===== src/rtl/irq_dma_pkg.sv =====
package irq_dma_pkg;
  localparam int SEL_W = 3;

  typedef enum logic [SEL_W-1:0] {
    SEL_MASK = 3'd0,
    SEL_STAT = 3'd1,
    SEL_VEC  = 3'd2,
    SEL_DMA  = 3'd3,
    SEL_TEST = 3'd4
  } reg_sel_e;

  localparam int RX_RDY_BIT = 3;
  localparam int TX_RDY_BIT = 4;
  localparam int BUSY_BIT   = 12;
  localparam int RX_DMA_BIT = 15;
  localparam int TX_DMA_BIT = 7;
  localparam int FORCE_BIT  = 0;
endpackage


===== src/rtl/irq_evt_status.sv =====
module irq_evt_status #(
  parameter int W = 16
) (
  input  logic         clk,
  input  logic         rst,
  input  logic [W-1:0] set_i,
  input  logic [W-1:0] clr_i,
  output logic [W-1:0] stat_o
);
  for (genvar i = 0; i < W; i++) begin : g_bit
    always_ff @(posedge clk) begin
      if (rst)           stat_o[i] <= 1'b0;
      else if (set_i[i]) stat_o[i] <= 1'b1;
      else if (clr_i[i]) stat_o[i] <= 1'b0;
    end

    // a set pulse always leaves the bit set, whatever clear arrives with it
    assert_set_wins_R9: assert property (@(posedge clk) disable iff (rst)
      set_i[i] |=> stat_o[i]);
  end
endmodule


===== src/rtl/irq_vec_find.sv =====
module irq_vec_find #(
  parameter int W     = 16,
  parameter int IDX_W = $clog2(W)
) (
  input  logic [W-1:0]   pend_i,
  output logic           found_o,
  output logic [IDX_W:0] code_o,
  output logic [W-1:0]   hit_o
);
  always_comb begin
    found_o = 1'b0;
    code_o  = '0;
    hit_o   = '0;
    for (int i = W - 1; i >= 0; i--) begin
      if (pend_i[i]) begin
        found_o = 1'b1;
        code_o  = (IDX_W+1)'(i + 1);
        hit_o   = W'(1) << i;
      end
    end
  end
endmodule


===== src/rtl/irq_req_out.sv =====
module irq_req_out #(
  parameter int W = 16
) (
  input  logic         clk,
  input  logic         rst,
  input  logic [W-1:0] stat_i,
  input  logic [W-1:0] mask_i,
  input  logic         rx_en_i,
  input  logic         tx_en_i,
  output logic         irq_o,
  output logic         rx_req_o,
  output logic         tx_req_o
);
  import irq_dma_pkg::*;

  always_ff @(posedge clk) begin
    if (rst) begin
      irq_o    <= 1'b0;
      rx_req_o <= 1'b0;
      tx_req_o <= 1'b0;
    end else begin
      irq_o    <= |(stat_i & mask_i);
      rx_req_o <= rx_en_i & stat_i[RX_RDY_BIT];
      tx_req_o <= tx_en_i & stat_i[TX_RDY_BIT];
    end
  end

  assert_irq_follows_R1: assert property (@(posedge clk) disable iff (rst)
    (|(stat_i & mask_i)) |=> irq_o);
  assert_rx_gated_R2: assert property (@(posedge clk) disable iff (rst)
    !rx_en_i |=> !rx_req_o);
  assert_tx_gated_R2: assert property (@(posedge clk) disable iff (rst)
    !tx_en_i |=> !tx_req_o);
endmodule


===== src/rtl/irq_dma_ctrl.sv =====
module irq_dma_ctrl #(
  parameter int REG_W      = 16,
  parameter bit NEW_LAYOUT = 1'b1
) (
  input  logic                         clk,
  input  logic                         rst,
  input  logic                         reg_wr,
  input  logic                         reg_rd,
  input  logic [irq_dma_pkg::SEL_W-1:0] reg_addr,
  input  logic [REG_W-1:0]             reg_wdata,
  output logic [REG_W-1:0]             reg_rdata,
  input  logic [REG_W-1:0]             evt_set,
  input  logic                         bus_busy,
  output logic                         irq,
  output logic                         dma_rx_req,
  output logic                         dma_tx_req
);
  import irq_dma_pkg::*;

  localparam int          IDX_W     = $clog2(REG_W);
  localparam int          MASK_W    = NEW_LAYOUT ? 6 : 5;
  localparam logic [REG_W-1:0] MASK_KEEP = REG_W'((1 << MASK_W) - 1);
  localparam logic [REG_W-1:0] W1C_BITS  = REG_W'(16'h0027);
  localparam logic [REG_W-1:0] FORCE_SET = REG_W'(16'h003f);
  localparam logic [REG_W-1:0] DMA_KEEP  = REG_W'((1 << RX_DMA_BIT) | (1 << TX_DMA_BIT));

  logic [REG_W-1:0] stat_q, mask_q, dma_q;
  logic [REG_W-1:0] set_all, clr_all, hit;
  logic [IDX_W:0]   vec_code;
  logic             vec_found;
  logic             wr_mask, wr_stat, wr_dma, wr_test, rd_vec;

  assign wr_mask = reg_wr && reg_addr == SEL_MASK;
  assign wr_stat = reg_wr && reg_addr == SEL_STAT;
  assign wr_dma  = reg_wr && reg_addr == SEL_DMA;
  assign wr_test = reg_wr && reg_addr == SEL_TEST;
  assign rd_vec  = reg_rd && reg_addr == SEL_VEC;

  irq_vec_find #(.W(REG_W), .IDX_W(IDX_W)) u_find (
    .pend_i (stat_q & mask_q),
    .found_o(vec_found),
    .code_o (vec_code),
    .hit_o  (hit)
  );

  assign set_all = evt_set | ((wr_test && reg_wdata[FORCE_BIT]) ? FORCE_SET : '0);
  assign clr_all = (wr_stat ? (reg_wdata & W1C_BITS) : '0) | (rd_vec ? hit : '0);

  irq_evt_status #(.W(REG_W)) u_stat (
    .clk   (clk),
    .rst   (rst),
    .set_i (set_all),
    .clr_i (clr_all),
    .stat_o(stat_q)
  );

  always_ff @(posedge clk) begin
    if (rst) begin
      mask_q <= '0;
      dma_q  <= '0;
    end else if (wr_mask) begin
      mask_q <= reg_wdata & MASK_KEEP;
    end else if (wr_dma) begin
      dma_q <= reg_wdata & DMA_KEEP;
      if (reg_wdata[RX_DMA_BIT]) mask_q[RX_RDY_BIT] <= 1'b0;
      if (reg_wdata[TX_DMA_BIT]) mask_q[TX_RDY_BIT] <= 1'b0;
    end
  end

  always_ff @(posedge clk) begin
    if (rst) begin
      reg_rdata <= '0;
    end else if (reg_rd) begin
      unique case (reg_addr)
        SEL_MASK: reg_rdata <= mask_q;
        SEL_STAT: begin
          reg_rdata           <= stat_q;
          reg_rdata[BUSY_BIT] <= bus_busy;
        end
        SEL_VEC:  reg_rdata <= vec_found ? REG_W'(vec_code) : '0;
        SEL_DMA:  reg_rdata <= dma_q;
        default:  reg_rdata <= '0;
      endcase
    end
  end

  irq_req_out #(.W(REG_W)) u_out (
    .clk     (clk),
    .rst     (rst),
    .stat_i  (stat_q),
    .mask_i  (mask_q),
    .rx_en_i (dma_q[RX_DMA_BIT]),
    .tx_en_i (dma_q[TX_DMA_BIT]),
    .irq_o   (irq),
    .rx_req_o(dma_rx_req),
    .tx_req_o(dma_tx_req)
  );

  assert_dma_steals_rx_R3: assert property (@(posedge clk) disable iff (rst)
    (wr_dma && reg_wdata[RX_DMA_BIT]) |=> !mask_q[RX_RDY_BIT]);
  assert_dma_steals_tx_R3: assert property (@(posedge clk) disable iff (rst)
    (wr_dma && reg_wdata[TX_DMA_BIT]) |=> !mask_q[TX_RDY_BIT]);
  assert_vec_ack_R4: assert property (@(posedge clk) disable iff (rst)
    (rd_vec && vec_found && !(|(evt_set & hit))) |=> !(|(stat_q & $past(hit))));
  assert_ready_hold_R5: assert property (@(posedge clk) disable iff (rst)
    (wr_stat && !reg_rd) |=> (stat_q[RX_RDY_BIT] == $past(stat_q[RX_RDY_BIT]) || $past(evt_set[RX_RDY_BIT])));
  assert_mask_width_R6: assert property (@(posedge clk) disable iff (rst)
    (mask_q & ~MASK_KEEP) == '0);
  assert_force_R8: assert property (@(posedge clk) disable iff (rst)
    (wr_test && reg_wdata[FORCE_BIT]) |=> ((stat_q & FORCE_SET) == FORCE_SET));
endmodule


===== config.mk =====
export PLATFORM = sky130hd
export DESIGN_NAME = irq_dma_ctrl
export DESIGN_NICKNAME = d
export VERILOG_FILES = /design/src/rtl/irq_dma_pkg.sv /design/src/rtl/irq_evt_status.sv /design/src/rtl/irq_vec_find.sv /design/src/rtl/irq_req_out.sv /design/src/rtl/irq_dma_ctrl.sv
export SDC_FILE = /design/constraint.sdc
export NUM_CORES = 1
export LEC_CHECK = 0
export ABC_AREA = 0
export BUFFER_PORTS_ARGS = -buffer_cell sky130_fd_sc_hd__buf_2
export CORE_MARGIN = 4
export CORE_UTILIZATION = 44
export DETAILED_ROUTE_END_ITERATION = 7
export PLACE_DENSITY = 0.84
export SYNTH_ARGS = -nofsm -noshare
export SYNTH_HDL_FRONTEND = slang
export SYNTH_SLANG_ARGS = --single-unit

===== constraint.sdc =====
create_clock -name clk -period 1.1 [get_ports clk]
set_input_delay 0.055 -clock clk [delete_from_list [all_inputs] [get_ports clk]]
set_output_delay 0.055 -clock clk [all_outputs]
set_load 0.05 [all_outputs]

# [Yosys cells after proc, flatten, opt, wreduce, memory -nomap -nowiden]
# Index checks and enable logic that the tools add are counted.
[word_totals] reg_bits=43 latch_bits=0 mem_bits_rw=0 mem_bits_ro=0 input_bits=40 out_inout_bits=19 wordCells=153 n_memories=0
[classes] add_sub_neg=0 n_mul=0 div_mod_pow=0 n_lt_le_gt_ge=0 n_eq_ne=4 shifts=0 muxes=89 bitwise=6 n_reduce_logical=30
[op_table] op="16-bit two-way mux" count=17
[op_table] op="5-bit two-way mux" count=17
[op_table] op="16-bit case mux with 4 select lines" count=1
[op_table] op="1-bit two-way mux" count=50
[op_table] op="2-bit nonzero test" count=19
[op_table] op="16-bit by 6-bit AND with 16-bit output" count=1
[op_table] op="16-bit by 6-bit bitwise OR with 16-bit output" count=1
[op_table] op="6-bit by 16-bit bitwise OR with 16-bit output" count=1
[op_table] op="16-bit OR reduction" count=1
[op_table] op="6-bit two-way mux" count=2
[op_table] op="3-bit by 2-bit == test with 1-bit output (second input constant)" count=2
[op_table] op="1-bit logical AND" count=6
[op_table] op="2-bit AND reduction" count=3
[op_table] op="2-bit two-way mux" count=2
[op_table] op="3-bit by 1-bit == test with 1-bit output (second input constant)" count=1
[op_table] op="3-bit == test (second input constant)" count=1
[op_table] op="3-bit zero test" count=1
[op_table] op="1-bit AND" count=2
[op_table] op="1-bit NOT" count=1

# [Depth between registers and ports, before layout]
# Gate-level depths: netlist of run 1.
[depth] ltp_word=21 ltp_mapped=6 mapped_depth_nobuf=4

# [Modules after synthesis]
# From an unflattened synthesis of run 1, not the netlist that was laid out.
[hier_totals] cells_unflattened=290 hier_area_um2=2423.6
[by_module_without_submodules] module="irq_dma_ctrl" n_inst=1 cells_per_inst=155 area_each_um2=1298.7 seq_area_each_um2=480.5
[by_module_without_submodules] module="irq_evt_status" n_inst=1 cells_per_inst=66 area_each_um2=629.4 seq_area_each_um2=320.3
[by_module_without_submodules] module="irq_vec_find" n_inst=1 cells_per_inst=52 area_each_um2=334.1 seq_area_each_um2=0.0
[by_module_without_submodules] module="irq_req_out" n_inst=1 cells_per_inst=17 area_each_um2=161.4 seq_area_each_um2=60.1

# [Worst setup path before layout of run 1]
# OpenSTA, ideal clock, no wires.
[synth_timing] kind="register -> register" startpoint="register u_stat.stat_o[5]" endpoint="register reg_rdata[0]" setup_ns=0.116 arrival_ns=1.019 t_required_ns=0.984 setup_slack_ns=-0.035 path_stages_with_launch=4 path_buffers=0 period_less_slack_ns=1.135 cell_sequence="dfxtp_1 -> a222oi_1 -> a31oi_1 -> a41o_1"
[synth_via] elab_chain_cells=9 word_cells_on_any_way=15 classes_between="mux (14); bitwise (1)"
[synth_rtl] element="start: declaration" line_no="irq_evt_status.sv:8" source="output logic [W-1:0] stat_o"
[synth_rtl] element="start signal: indexed assignment" line_no="irq_evt_status.sv:12" source="if (rst) stat_o[i] <= 1'b0;"
[synth_rtl] element="start signal: indexed assignment" line_no="irq_evt_status.sv:13" source="else if (set_i[i]) stat_o[i] <= 1'b1;"
[synth_rtl] element="start signal: indexed assignment" line_no="irq_evt_status.sv:14" source="else if (clr_i[i]) stat_o[i] <= 1'b0;"
[synth_rtl] element="16-bit by 6-bit AND with 16-bit output *" line_no="irq_dma_ctrl.sv:40" source=".pend_i (stat_q & mask_q),"
[synth_rtl] element="5-bit two-way mux / 1-bit two-way mux (equally long branches) (6 in a row)" line_no="irq_vec_find.sv:15" source="if (pend_i[i]) begin"
[synth_rtl] element="5-bit two-way mux *" line_no="irq_dma_ctrl.sv:80" source="SEL_VEC: reg_rdata <= vec_found ? REG_W'(vec_code) : '0;"
[synth_rtl] element="16-bit case mux with 4 select lines *" line_no="irq_dma_ctrl.sv:74" source="unique case (reg_addr)"
[synth_rtl] element="end signal: assignment" line_no="irq_dma_ctrl.sv:75" source="SEL_MASK: reg_rdata <= mask_q;"
[synth_rtl] element="end signal: assignment" line_no="irq_dma_ctrl.sv:80"
[synth_rtl] element="end signal: assignment" line_no="irq_dma_ctrl.sv:81" source="SEL_DMA: reg_rdata <= dma_q;"
[synth_rtl] element="end: declaration" line_no="irq_dma_ctrl.sv:11" source="output logic [REG_W-1:0] reg_rdata,"
# Mark *: on every way between the ends. The rest lies on a longest branch, timed or not.
# A chain may end at the register's enable or synchronous reset.

# [Worst setup path in the final report of run 1]
[layout_timing] startpoint="register mask_q[5]" endpoint="register reg_rdata[0]"
[layout_via] elab_chain_cells=9 word_cells_on_any_way=15 classes_between="mux (14); bitwise (1)"
[layout_rtl] element="start: declaration" line_no="irq_dma_ctrl.sv:27" source="logic [REG_W-1:0] stat_q, mask_q, dma_q;"
[layout_rtl] element="start signal: assignment" line_no="irq_dma_ctrl.sv:62" source="mask_q <= reg_wdata & MASK_KEEP;"
[layout_rtl] element="16-bit by 6-bit AND with 16-bit output *" line_no="irq_dma_ctrl.sv:40"
[layout_rtl] element="5-bit two-way mux / 1-bit two-way mux (equally long branches) (6 in a row)" line_no="irq_vec_find.sv:15"
[layout_rtl] element="5-bit two-way mux *" line_no="irq_dma_ctrl.sv:80"
[layout_rtl] element="16-bit case mux with 4 select lines *" line_no="irq_dma_ctrl.sv:74"
# Marked as above.

==> results of run 1 <==
[layer usage]
layer,share of wire (%),vias to the layer above
li1,-,878
met1,43,791
met2,49,58
met3,8.4,2
met4,0.086,0
met5,0,-
[through the flow]
step | setup TNS, ps | utilization, % | instances | hold WS (ps)
3_5_place_dp | -298 | 58.5 | 320 | 265
4_1_cts | -199 | 65.2 | 342 | 2.74
5_1_grt | -627 | 66.5 | 343 | 7.73
2_1_floorplan | -1.93 | - | 208 | 171
6_report | -244 | 66.5 | 343 | 5.26
3_3_place_gp | -127 | 58.5 | 320 | 257
[cells in the final DEF (no fill, tap or decap), drive strengths merged]
cell	netlist	layout
a211oi	1	1
a21o	1	1
a21oi	27	27
a222oi	1	1
a22oi	2	2
a311oi	2	2
a31oi	1	1
a41o	1	1
and2	1	1
and3b	1	1
and4	1	1
and4bb	2	2
buf	5	77
bufinv	0	1
clkbuf	7	7
dfxtp	42	42
dlygate4sd3	0	14
inv	2	2
mux2	7	7
nand2	25	25
nand2b	3	3
nand3	10	10
nand4	4	4
nor2	40	40
nor2b	15	15
nor3b	1	1
o21ai	5	5
o221a	1	1
[power breakdown]
part	leakage, nW	switching, mW	total (mW)	internal [mW]
logic	0.688	0.203	0.406	0.203
clock network	0.0524	0.514	1.19	0.679
registers	0.346	0.0334	1.61	1.58
[worst max path at each step]
stage,start,to,cells past startpoint
3_3_place_gp,mask_q[5]$_SDFFE_PP0P_,reg_rdata[0]$_SDFFE_PP0P_,3
3_5_place_dp,mask_q[5]$_SDFFE_PP0P_,reg_rdata[0]$_SDFFE_PP0P_,3
6_report,mask_q[5]$_SDFFE_PP0P_,reg_rdata[0]$_SDFFE_PP0P_,3
4_1_cts,mask_q[5]$_SDFFE_PP0P_,reg_rdata[0]$_SDFFE_PP0P_,3
5_1_grt,mask_q[5]$_SDFFE_PP0P_,reg_rdata[0]$_SDFFE_PP0P_,3
2_1_floorplan,mask_q[5]$_SDFFE_PP0P_,reg_rdata[0]$_SDFFE_PP0P_,3
[final cells by class]
cell class | count | area share (%)
clock buffers | 7 | 3.07
clock inverters | 1 | 1.21
inverters | 2 | 0.302
multi-input cells | 152 | 35.0
flip-flops and latches | 42 | 34.1
well taps | 48 | 2.41
repair buffers | 91 | 23.9
[worst min-delay path, cell delays in order]
cell and delay [ps]:
sky130_fd_sc_hd__buf_2 70, sky130_fd_sc_hd__nor2_1 40, sky130_fd_sc_hd__o21ai_1 100
[cell families after synthesis]
group / after synthesis / synth area share [%]
and+or+nand+nor: 103 / 29.1
AOI/OAI and AO/OA: 42 / 14.1
DFF: 42 / 48.3
buffers and inverters: 14 / 3.96
muxes: 7 / 4.53
[state kept, by name, indices dropped and copies added, names as in the netlist]
signal	count
u_stat.stat_o	15
reg_rdata	16
u_out.irq_o	1
u_out.rx_req_o	1
u_out.tx_req_o	1
dma_q	2
mask_q	6
[what timing repair did]
item	CTS	global route
setup buffers	0	1
endpoints found under the hold margin	14	0
pin swaps	0	10
hold buffers	14	0
cloned	0	0
endpoints found under the setup margin	6	9
resized for setup	1	18
==> reports/qor.yml, run 1 <==
timing:
  fin_crit_ps: 1220
  rsz0062_at_grt: "yes"
  maxSlewHeadroom_pct: 72.9
  fin_worst_skew_ps: 3.46
  least_setup_slack_across_all_paths_after_layout_ps: -120
  setup-violations-final: 4
  tightest_slew_ps: 407
  fin_crit_share_pct: 111
  max_clock_freq_mhz: 820
  final_hold_viol_count: 0
  report.final.slew_viol_count: 0
die:
  io_pins: 59
  die_height_microns: 70.9
  floorplan.rows: 22
  initial_core_util_pct: 46.5
  design.die.area_sq_um: 5020
  dieWidth_microns: 70.9
  floorplan.core_area_sq_um: 3740
job:
  drv_cap: 0
finish:
  multiInputGateArea_sq_um: 871
  drive_gt1_share_pct: 38.0
  diodes: 0
  sequential_area_sq_um: 848
  final_cell_area_excluding_filler_cells_sq_um: 2490
  n_fill_cell: 325
  flow.area_growth_from_synthesis_pct: 43.1
  layout.nets: 334
global_route:
  grt_max_degree: 17
  antenna_found_initial: 0
  top_usage_layer: "met2"
  grt.met3_usage_pct: 6.82
  gr-total-overflow: 0
  globalRouteTotalUtil_pct: 19.5
  grt_pass1_wl_microns: 7870
  via_count_of_the_first_global_routing_pass: 1733
  global_route.usage.met2_pct: 32.3
  groute.layer.met1.usage_pct: 24.6
synth:
  synth.yosys.seq_area_share_pct: 48.3
  synth_most_common_cell: "sky130_fd_sc_hd__dfxtp_1"
  ys_top_cells_by_count: "sky130_fd_sc_hd__dfxtp_1, sky130_fd_sc_hd__nor2_1, sky130_fd_sc_hd__a21oi_1, sky130_fd_sc_hd__nand2_1, sky130_fd_sc_hd__nor2b_1"
  synth_area_per_cell_sq_um: 8.36
  synth_top_flop_cell: "sky130_fd_sc_hd__dfxtp_1"
  yosys_warnings: 0
  syn_nets: 248
  synth_area_leader_cell: "sky130_fd_sc_hd__dfxtp_1"
  yosys_register_bits: 42
  post_synth_instance_area_sq_um: 1740
  synth-async-reset-ratio_pct: 0
  synth-edff-count: 0
  synthesis.instances: 208
  synth_cell_types: 30
  post_synth_main_area_contributors: "sky130_fd_sc_hd__dfxtp_1, sky130_fd_sc_hd__nor2_1, sky130_fd_sc_hd__a21oi_1"
  synth.top_cell.area_share_pct: 48.3
clock_network:
  clock_tree.htree_level_count: 2
  clk_pin_slew_worst_paths_ps: 80
  clk-insertion-delay-late_ps: 290
  clock_sinks: 42
  root_buffer: "sky130_fd_sc_hd__clkbuf_8"
  numCtsBuffers: 5
  tritoncts: "done"
  maximum_clock_insertion_buffer_count: 2
setup_path:
  timing.critical_path.max_delay_family: "compound AO/OA/AOI/OAI gates"
  critPathMaxStageDelay_ps: 430
  critical_path.slowest_cell: "sky130_fd_sc_hd__a222oi_1"
  critical_path.endpoint_type: "flop"
  worst_setup_path_start_kind: "flop"
  timing.critical_path.cells: "a222oi_1 > a31oi_1 > a41o_1"
  rrSetupSlack_ps: -120
  path_class: "flop to flop"
  worst_r2r_startpoint: "mask_q[5]$_SDFFE_PP0P_"
  critical_path.reg2reg.endpoint: "reg_rdata[0]$_SDFFE_PP0P_"
  worst-path-max-fanout: 2
  cp.required_ps: 1280
  cp_data_arrival_time_ps: 1400
  worst-path-buf-inv: 0
  reg2regPathDepth: 3
status:
  failed_checks: "negative setup slack"
  status: "finished with violations"
detailed_routing:
  drt-vias-per-instance: 5.04
  routed-via-count: 1729
  routedWlPerCell_microns: 13.6
  wirelength_microns: 4650
  ant_nets: 0
  detail_route.drc_violations: 0
  dr.first_iter.drc_count: 132
  first_pass_iters: 4
place:
  gp_routability_congestion: 0.876
  dpl_cell_area_sq_um: 2190
  port-buffer-count: 49
  dpl_ws_ps: -95.7
  dpl.hpwl_microns: 3220
min_path:
  hold_start: "evt_set[5]"
  min_delay_path_depth: 3
  hold_path.class: "primary input to flop"
  min_to: "u_stat.stat_o[5]$_SDFFE_PP0P_"
pwr:
  p_total_mw: 3.21
  power_density_nw_per_um2: 1290
  power.static_leakage_nw: 1.09
  worst_ir_drop_vdd_mv: 1.21
(Power assumes the default switching activity.)
==> run 2: changes to the inputs <==
--- a/config.mk
+++ b/config.mk
@@ -11,6 +11,7 @@
 export CORE_UTILIZATION = 44
 export DETAILED_ROUTE_END_ITERATION = 7
 export PLACE_DENSITY = 0.84
+export SETUP_SLACK_MARGIN = 0.15
 export SYNTH_ARGS = -nofsm -noshare
 export SYNTH_HDL_FRONTEND = slang
 export SYNTH_SLANG_ARGS = --single-unit
==> reports/qor.yml, run 2 (synthesis results as in run 1) <==
status:
  status: "finished with violations"
  failed_checks: "negative setup slack"
clock_network:
  clk_pin_slew_worst_paths_ps: 80  # about the same
  clk-insertion-delay-late_ps: 290  # about the same
  clock_tree.htree_level_count: 2  # unchanged
  root_buffer: "sky130_fd_sc_hd__clkbuf_8"
  numCtsBuffers: 5  # unchanged
  clock_sinks: 42  # unchanged
  tritoncts: "done"
  maximum_clock_insertion_buffer_count: 2  # unchanged
place:
  dpl.hpwl_microns: 3220  # about the same
  dpl_cell_area_sq_um: 2190  # about the same
  dpl_ws_ps: -136  # -40.4 ps
  gp_routability_congestion: 0.875  # about the same
  port-buffer-count: 49  # unchanged
  placedCellCount: 315  # -1.6%
die:
  initial_core_util_pct: 46.5  # unchanged
  floorplan.core_area_sq_um: 3740  # unchanged
  floorplan.rows: 22  # unchanged
  io_pins: 59  # unchanged
  dieWidth_microns: 70.9  # unchanged
  design.die.area_sq_um: 5020  # unchanged
  die_height_microns: 70.9  # unchanged
finish:
  top_registers: "reg_rdata: 16 flops, u_stat.stat_o: 15 flops, mask_q: 6 flops"
  final_cell_area_excluding_filler_cells_sq_um: 2600  # +4.6%
  final_core_occ_pct: 69.5  # +3.0 points
  sequential_area_sq_um: 873  # +2.9%
  n_fill_cell: 299  # -8.0%
  largest_reg_flops: 16  # unchanged
  drive_gt1_share_pct: 45.1  # +7.1 points
  layout.nets: 333  # -0.30%
  registers.top_by_ff_count: "reg_rdata"
  multiInputGateArea_sq_um: 920  # +5.6%
  flow.area_growth_from_synthesis_pct: 49.6
  diodes: 0  # unchanged
  final_common_cell: "sky130_fd_sc_hd__nor2_1"
  layout_common_cells: "sky130_fd_sc_hd__nor2_1, sky130_fd_sc_hd__buf_2, sky130_fd_sc_hd__buf_4"
  final_cells: 341  # -0.58%
global_route:
  grt_pass1_wl_microns: 8560  # +8.8%
  grt_max_degree: 25  # +8
  via_count_of_the_first_global_routing_pass: 1886  # +8.8%
  antenna_found_initial: 0  # unchanged
  gr-total-overflow: 0  # unchanged
  globalRouteTotalUtil_pct: 21.4  # +1.9 points
setup_path:
  critical_path.endpoint_type: "flop"
  worst-path-max-fanout: 2  # unchanged
  cp.required_ps: 1290  # about the same
  cp_data_arrival_time_ps: 1460  # +60 ps
  worst_setup_path_start_kind: "flop"
  reg2regPathDepth: 3  # unchanged
  path_class: "flop to flop"
  rrSetupSlack_ps: -170  # -50 ps
timing:
  least_setup_slack_across_all_paths_after_layout_ps: -166  # -46.0 ps
  setup-violations-final: 8  # +4
  fin_crit_share_pct: 115  # +4.2 points
  report.final.slew_viol_count: 0  # unchanged
  rsz0062_at_grt: "yes"
  final_hold_viol_count: 0  # unchanged
  tightest_slew_ps: 434  # +27.1 ps
  max_clock_freq_mhz: 790  # -3.6%
  fin_crit_ps: 1270  # +46.0 ps
  fin_worst_skew_ps: 12.1  # +8.60 ps
  maxSlewHeadroom_pct: 70.9  # -1.9 points
  hold_slack_ps: 1.33  # -3.93 ps
detailed_routing:
  routed-via-count: 1832  # +6.0%
  detail_route.drc_violations: 0  # unchanged
  routedWlPerCell_microns: 15.4  # +14%
  dr.first_iter.drc_count: 171  # +30%
  wirelength_microns: 5270  # +13%
  first_pass_iters: 4  # unchanged
  drt-vias-per-instance: 5.37  # +6.6%
  ant_nets: 0  # unchanged
pwr:
  power_density_nw_per_um2: 1150  # -11%
  power.static_leakage_nw: 1.10  # +0.92%
  worst_ir_drop_vdd_mv: 0.917  # -24%
job:
  drv_cap: 0  # unchanged
min_path:
  min_delay_path_depth: 3  # unchanged
  hold_path.class: "primary input to flop"
==> run 2: cell types whose count changed in the layout (fill, tap and decap cells not counted), moves of 2 or more <==
| cell | before | now |
|---|---|---|
| sky130_fd_sc_hd__buf_12 | 0 | 2 |
| sky130_fd_sc_hd__mux2_2 | 7 | 4 |
| sky130_fd_sc_hd__dfxtp_4 | 0 | 2 |
| sky130_fd_sc_hd__a21oi_1 | 24 | 22 |
| sky130_fd_sc_hd__dfxtp_1 | 36 | 20 |
| sky130_fd_sc_hd__buf_4 | 28 | 23 |
| sky130_fd_sc_hd__buf_6 | 0 | 6 |
| sky130_fd_sc_hd__dfxtp_2 | 6 | 20 |
| sky130_fd_sc_hd__a21oi_2 | 3 | 5 |
| sky130_fd_sc_hd__buf_2 | 49 | 36 |
| sky130_fd_sc_hd__mux2_4 | 0 | 3 |
| sky130_fd_sc_hd__clkbuf_4 | 0 | 10 |
==> run 2: stage by stage <==
step                TNS (ps)  power, mW
floorplan             -0.947       1.84
CTS                     -302       2.97
finish                  -689       3.00
global placement       -53.4       1.98
global route           -1100       3.12
detailed placement      -308       1.99
==> run 2: metal layers <==
| metal | routed length, microns | vias up | global-route usage [%] |
|---|---|---|---|
| li1 | - | 877 | - |
| met1 | 1910 | 835 | 23.7 |
| met2 | 2680 | 93 | 36.5 |
| met3 | 463 | 27 | 7.81 |
| met4 | 216 | 0 | 9.81 |
| met5 | 0 | - | 0 |
==> run 2: worst paths after layout <==
check,startpoint,to
max reg2reg,mask_q[5]$_SDFFE_PP0P_,reg_rdata[0]$_SDFFE_PP0P_
min reg2reg,dma_q[15]$_SDFFE_PP0P_,u_out.rx_req_o$_SDFF_PP0_
min,evt_set[2],u_stat.stat_o[2]$_SDFFE_PP0P_
max,mask_q[5]$_SDFFE_PP0P_,reg_rdata[0]$_SDFFE_PP0P_
==> run 2: critical path: stages (launching register included) <==
cell and delay [ps]:
sky130_fd_sc_hd__dfxtp_2 340, sky130_fd_sc_hd__a222oi_1 440, sky130_fd_sc_hd__a31oi_1 190, sky130_fd_sc_hd__a41o_1 200
==> run 2: repair_timing <==
item / CTS / global route
setup buffers: 4 / 2
pin swaps: 13 / 11
gates resized for setup: 21 / 26
hold endpoints to repair: 13 / 0
hold buffers: 13 / 0
endpoints found under the setup margin: 13 / 24
==> run 2: final cells by class <==
cell class	count	share of cell area [%]
Timing Repair Buffer	90	25.6
Multi-Input combinational cell	152	35.3
Tap cell	48	2.31
Clock buffer	7	2.93
Sequential cell	42	33.6
Inverter	2	0.288
==> run 2: power breakdown <==
part	internal (mW)	switching, mW
clock	0.437	0.492
combinational	0.227	0.221
sequential	1.58	0.0427
total	2.24	0.755
==> run 3: changes to the inputs <==
--- a/config.mk
+++ b/config.mk
@@ -8,9 +8,9 @@
 export ABC_AREA = 0
 export BUFFER_PORTS_ARGS = -buffer_cell sky130_fd_sc_hd__buf_2
 export CORE_MARGIN = 4
-export CORE_UTILIZATION = 44
+export CORE_UTILIZATION = 49
 export DETAILED_ROUTE_END_ITERATION = 7
-export PLACE_DENSITY = 0.84
+export PLACE_DENSITY = 0.88
 export SETUP_SLACK_MARGIN = 0.15
 export SYNTH_ARGS = -nofsm -noshare
 export SYNTH_HDL_FRONTEND = slang
==> constraint.sdc (replaced) <==
create_clock -name clk -period 1.4 [get_ports clk]
set_input_delay 0.07 -clock clk [delete_from_list [all_inputs] [get_ports clk]]
set_output_delay 0.07 -clock clk [all_outputs]
set_load 0.05 [all_outputs]
==> reports/qor.yml, run 3 (synthesis results as in run 1) <==
global_route:
  grt_max_degree: 20  # -20%
  gr-total-overflow: 0  # unchanged
  via_count_of_the_first_global_routing_pass: 1673  # -11%
  globalRouteTotalUtil_pct: 21.1  # -0.32 points
  grt_pass1_wl_microns: 7270  # -15%
  antenna_found_initial: 0  # unchanged
min_path:
  hold_path.class: "primary input to flop"
  hold_start: "reg_rd"
setup_path:
  worst-path-buf-inv: 0  # unchanged
  critical_path.endpoint_type: "flop"
  timing.critical_path.from: "u_stat.stat_o[5]$_SDFFE_PP0P_"
  worst_r2r_startpoint: "u_stat.stat_o[5]$_SDFFE_PP0P_"
  worst-path-max-fanout: 4  # +2
  timing.critical_path.max_delay_family: "compound AO/OA/AOI/OAI gates"
  worst_setup_path_start_kind: "flop"
  cp_data_arrival_time_ps: 1510  # +50 ps
  timing.critical_path.cells: "a222oi_1 > a31oi_1 > a41o_1"
  critPathMaxStageDelay_ps: 420  # -20 ps
  critical_path.slowest_cell: "sky130_fd_sc_hd__a222oi_1"
  path_class: "flop to flop"
  cp.required_ps: 1660  # +370 ps
timing:
  finalSetupTns_ps: 0  # +689 ps
  final_hold_viol_count: 0  # unchanged
  fin_crit_share_pct: 89.4  # -26 points
  maxSlewHeadroom_pct: 74.7  # +3.7 points
  fin_crit_ps: 1250  # -14.6 ps
  tightest_slew_ps: 379  # -55.4 ps
  hold_slack_ps: 90.0  # +88.7 ps
  max_clock_freq_mhz: 799  # +1.2%
  report.final.slew_viol_count: 0  # unchanged
  fin_worst_skew_ps: 4.28  # -7.78 ps
  setup-violations-final: 0  # -8
  rsz0062_at_grt: "yes"
clock_network:
  clock_tree.htree_level_count: 2  # unchanged
  maximum_clock_insertion_buffer_count: 2  # unchanged
  tritoncts: "done"
  clk_pin_slew_worst_paths_ps: 120  # +40 ps
  clk-insertion-delay-late_ps: 350  # +60 ps
  numCtsBuffers: 5  # unchanged
  root_buffer: "sky130_fd_sc_hd__clkbuf_4"
  clock_sinks: 42  # unchanged
die:
  floorplan.core_area_sq_um: 3390  # -9.5%
  dieWidth_microns: 67.6  # -4.6%
  die_height_microns: 67.6  # -4.6%
  design.die.area_sq_um: 4570  # -9.1%
  floorplan.rows: 21  # -4.5%
  io_pins: 59  # unchanged
  initial_core_util_pct: 51.3  # +4.9 points
finish:
  final_core_occ_pct: 69.0  # -0.49 points
  flow.area_growth_from_synthesis_pct: 34.5
  largest_reg_flops: 16  # unchanged
  diodes: 0  # unchanged
  layout.nets: 320  # -3.9%
  registers.top_by_ff_count: "reg_rdata"
  drive_gt1_share_pct: 26.8  # -18 points
  layout_common_cells: "sky130_fd_sc_hd__buf_2, sky130_fd_sc_hd__nor2_1, sky130_fd_sc_hd__dfxtp_1"
  final_cells: 326  # -4.4%
  top_registers: "reg_rdata: 16 flops, u_stat.stat_o: 15 flops, mask_q: 6 flops"
  final_common_cell: "sky130_fd_sc_hd__buf_2"
detailed_routing:
  routedWlPerCell_microns: 13.2  # -14%
  wirelength_microns: 4310  # -18%
  ant_nets: 0  # unchanged
  drt-vias-per-instance: 5.16  # -4.0%
  first_pass_iters: 4  # unchanged
  routed-via-count: 1681  # -8.2%
  detail_route.drc_violations: 0  # unchanged
  dr.first_iter.drc_count: 148  # -13%
pwr:
  clkPwrFrac_pct: 34.0  # +3.0 points
  power.switching_fraction_pct: 23.8  # -1.4 points
  power_density_nw_per_um2: 1010  # -12%
  combinational_fraction_of_design_power_pct: 11.9  # -3.1 points
  switchingPower_mw: 0.561  # -26%
  power_report.internal_total_mw: 1.80  # -20%
  power.static_leakage_nw: 0.991  # -9.6%
  power.sequential.fraction_pct: 54.1  # about the same
  worst_ir_drop_vdd_mv: 0.729  # -20%
place:
  dpl.hpwl_microns: 2950  # -8.3%
  placedCellCount: 294  # -6.7%
  gp_routability_congestion: 0.878  # +0.35%
  port-buffer-count: 49  # unchanged
status:
  status: "finished clean"
job:
  drv_cap: 0  # unchanged
run 3: changes by cell type in the layout (fill, tap and decap cells not counted), moves of 4 or more:
| cell | previous run | this run |
|---|---|---|
| sky130_fd_sc_hd__a21oi_1 | 22 | 27 |
| sky130_fd_sc_hd__buf_4 | 23 | 4 |
| sky130_fd_sc_hd__clkbuf_8 | 5 | 1 |
| sky130_fd_sc_hd__buf_6 | 6 | 0 |
| sky130_fd_sc_hd__buf_2 | 36 | 49 |
| sky130_fd_sc_hd__o21ai_0 | 0 | 5 |
| sky130_fd_sc_hd__dlygate4sd3_1 | 13 | 24 |
| sky130_fd_sc_hd__dfxtp_1 | 20 | 40 |
| sky130_fd_sc_hd__clkbuf_4 | 10 | 5 |
| sky130_fd_sc_hd__dfxtp_2 | 20 | 2 |
| sky130_fd_sc_hd__a21oi_2 | 5 | 0 |
run 3: per-layer routing:
| metal | global-route usage (%) | part of all wire, % | vias up |
|---|---|---|---|
| met3 | 7.99 | 8.9 | 10 |
| li1 | - | - | 850 |
| met4 | 6.58 | 1.6 | 0 |
| met5 | 0 | 0 | - |
| met2 | 35.0 | 47 | 69 |
| met1 | 25.0 | 43 | 752 |
run 3: tightest hold or removal path, cell delays in order:
cell and delay (ps):
sky130_fd_sc_hd__buf_2 180, sky130_fd_sc_hd__nand3_1 90, sky130_fd_sc_hd__a21oi_1 60
run 3: worst paths after layout:
| check | end | slack (ps) | cells past startpoint |
|---|---|---|---|
| max | reg_rdata[0]$_SDFFE_PP0P_ | 150 | 3 |
| min reg2reg | u_out.rx_req_o$_SDFF_PP0_ | 470 | 2 |
| max reg2reg | reg_rdata[0]$_SDFFE_PP0P_ | 150 | 3 |
| min | reg_rdata[15]$_SDFFE_PP0P_ | 90 | 3 |
run 3: power groups by stage:
stage          Clock [mW]  Sequential (mW)  Combinational [mW]
2_1_floorplan           0             1.31               0.122
3_3_place_gp            0             1.30               0.216
3_5_place_dp            0             1.30               0.221
4_1_cts             0.810             1.27               0.273
5_1_grt             0.863             1.28               0.311
6_report            0.802             1.28               0.280
run 3: what timing repair did:
item                       CTS  global route
setup endpoints to repair    1             5
pin swaps                    2             3
hold buffers                24             0
hold endpoints to repair    24             0
resized for setup            1             2
cloned                       0             0
setup buffers                0             1
run 3: stage by stage:
step                worst slack (ps)  power (mW)  area [sq um]
floorplan                        265        1.44          1740
global placement                 171        1.51          2000
detailed placement               157        1.52          2000
CTS                              154        2.36          2330
global route                     115        2.46          2340
finish                           149        2.36          2340
run 3: layout make-up:
cell class,instances,area (sq um)
sequential,42,843
inverter,2,7.51
timing repair buffer,77,515
clock buffer,6,51.3
multi-input combinational,152,835
tap,46,57.6
fill,261,1050
clock inverter,1,30.0
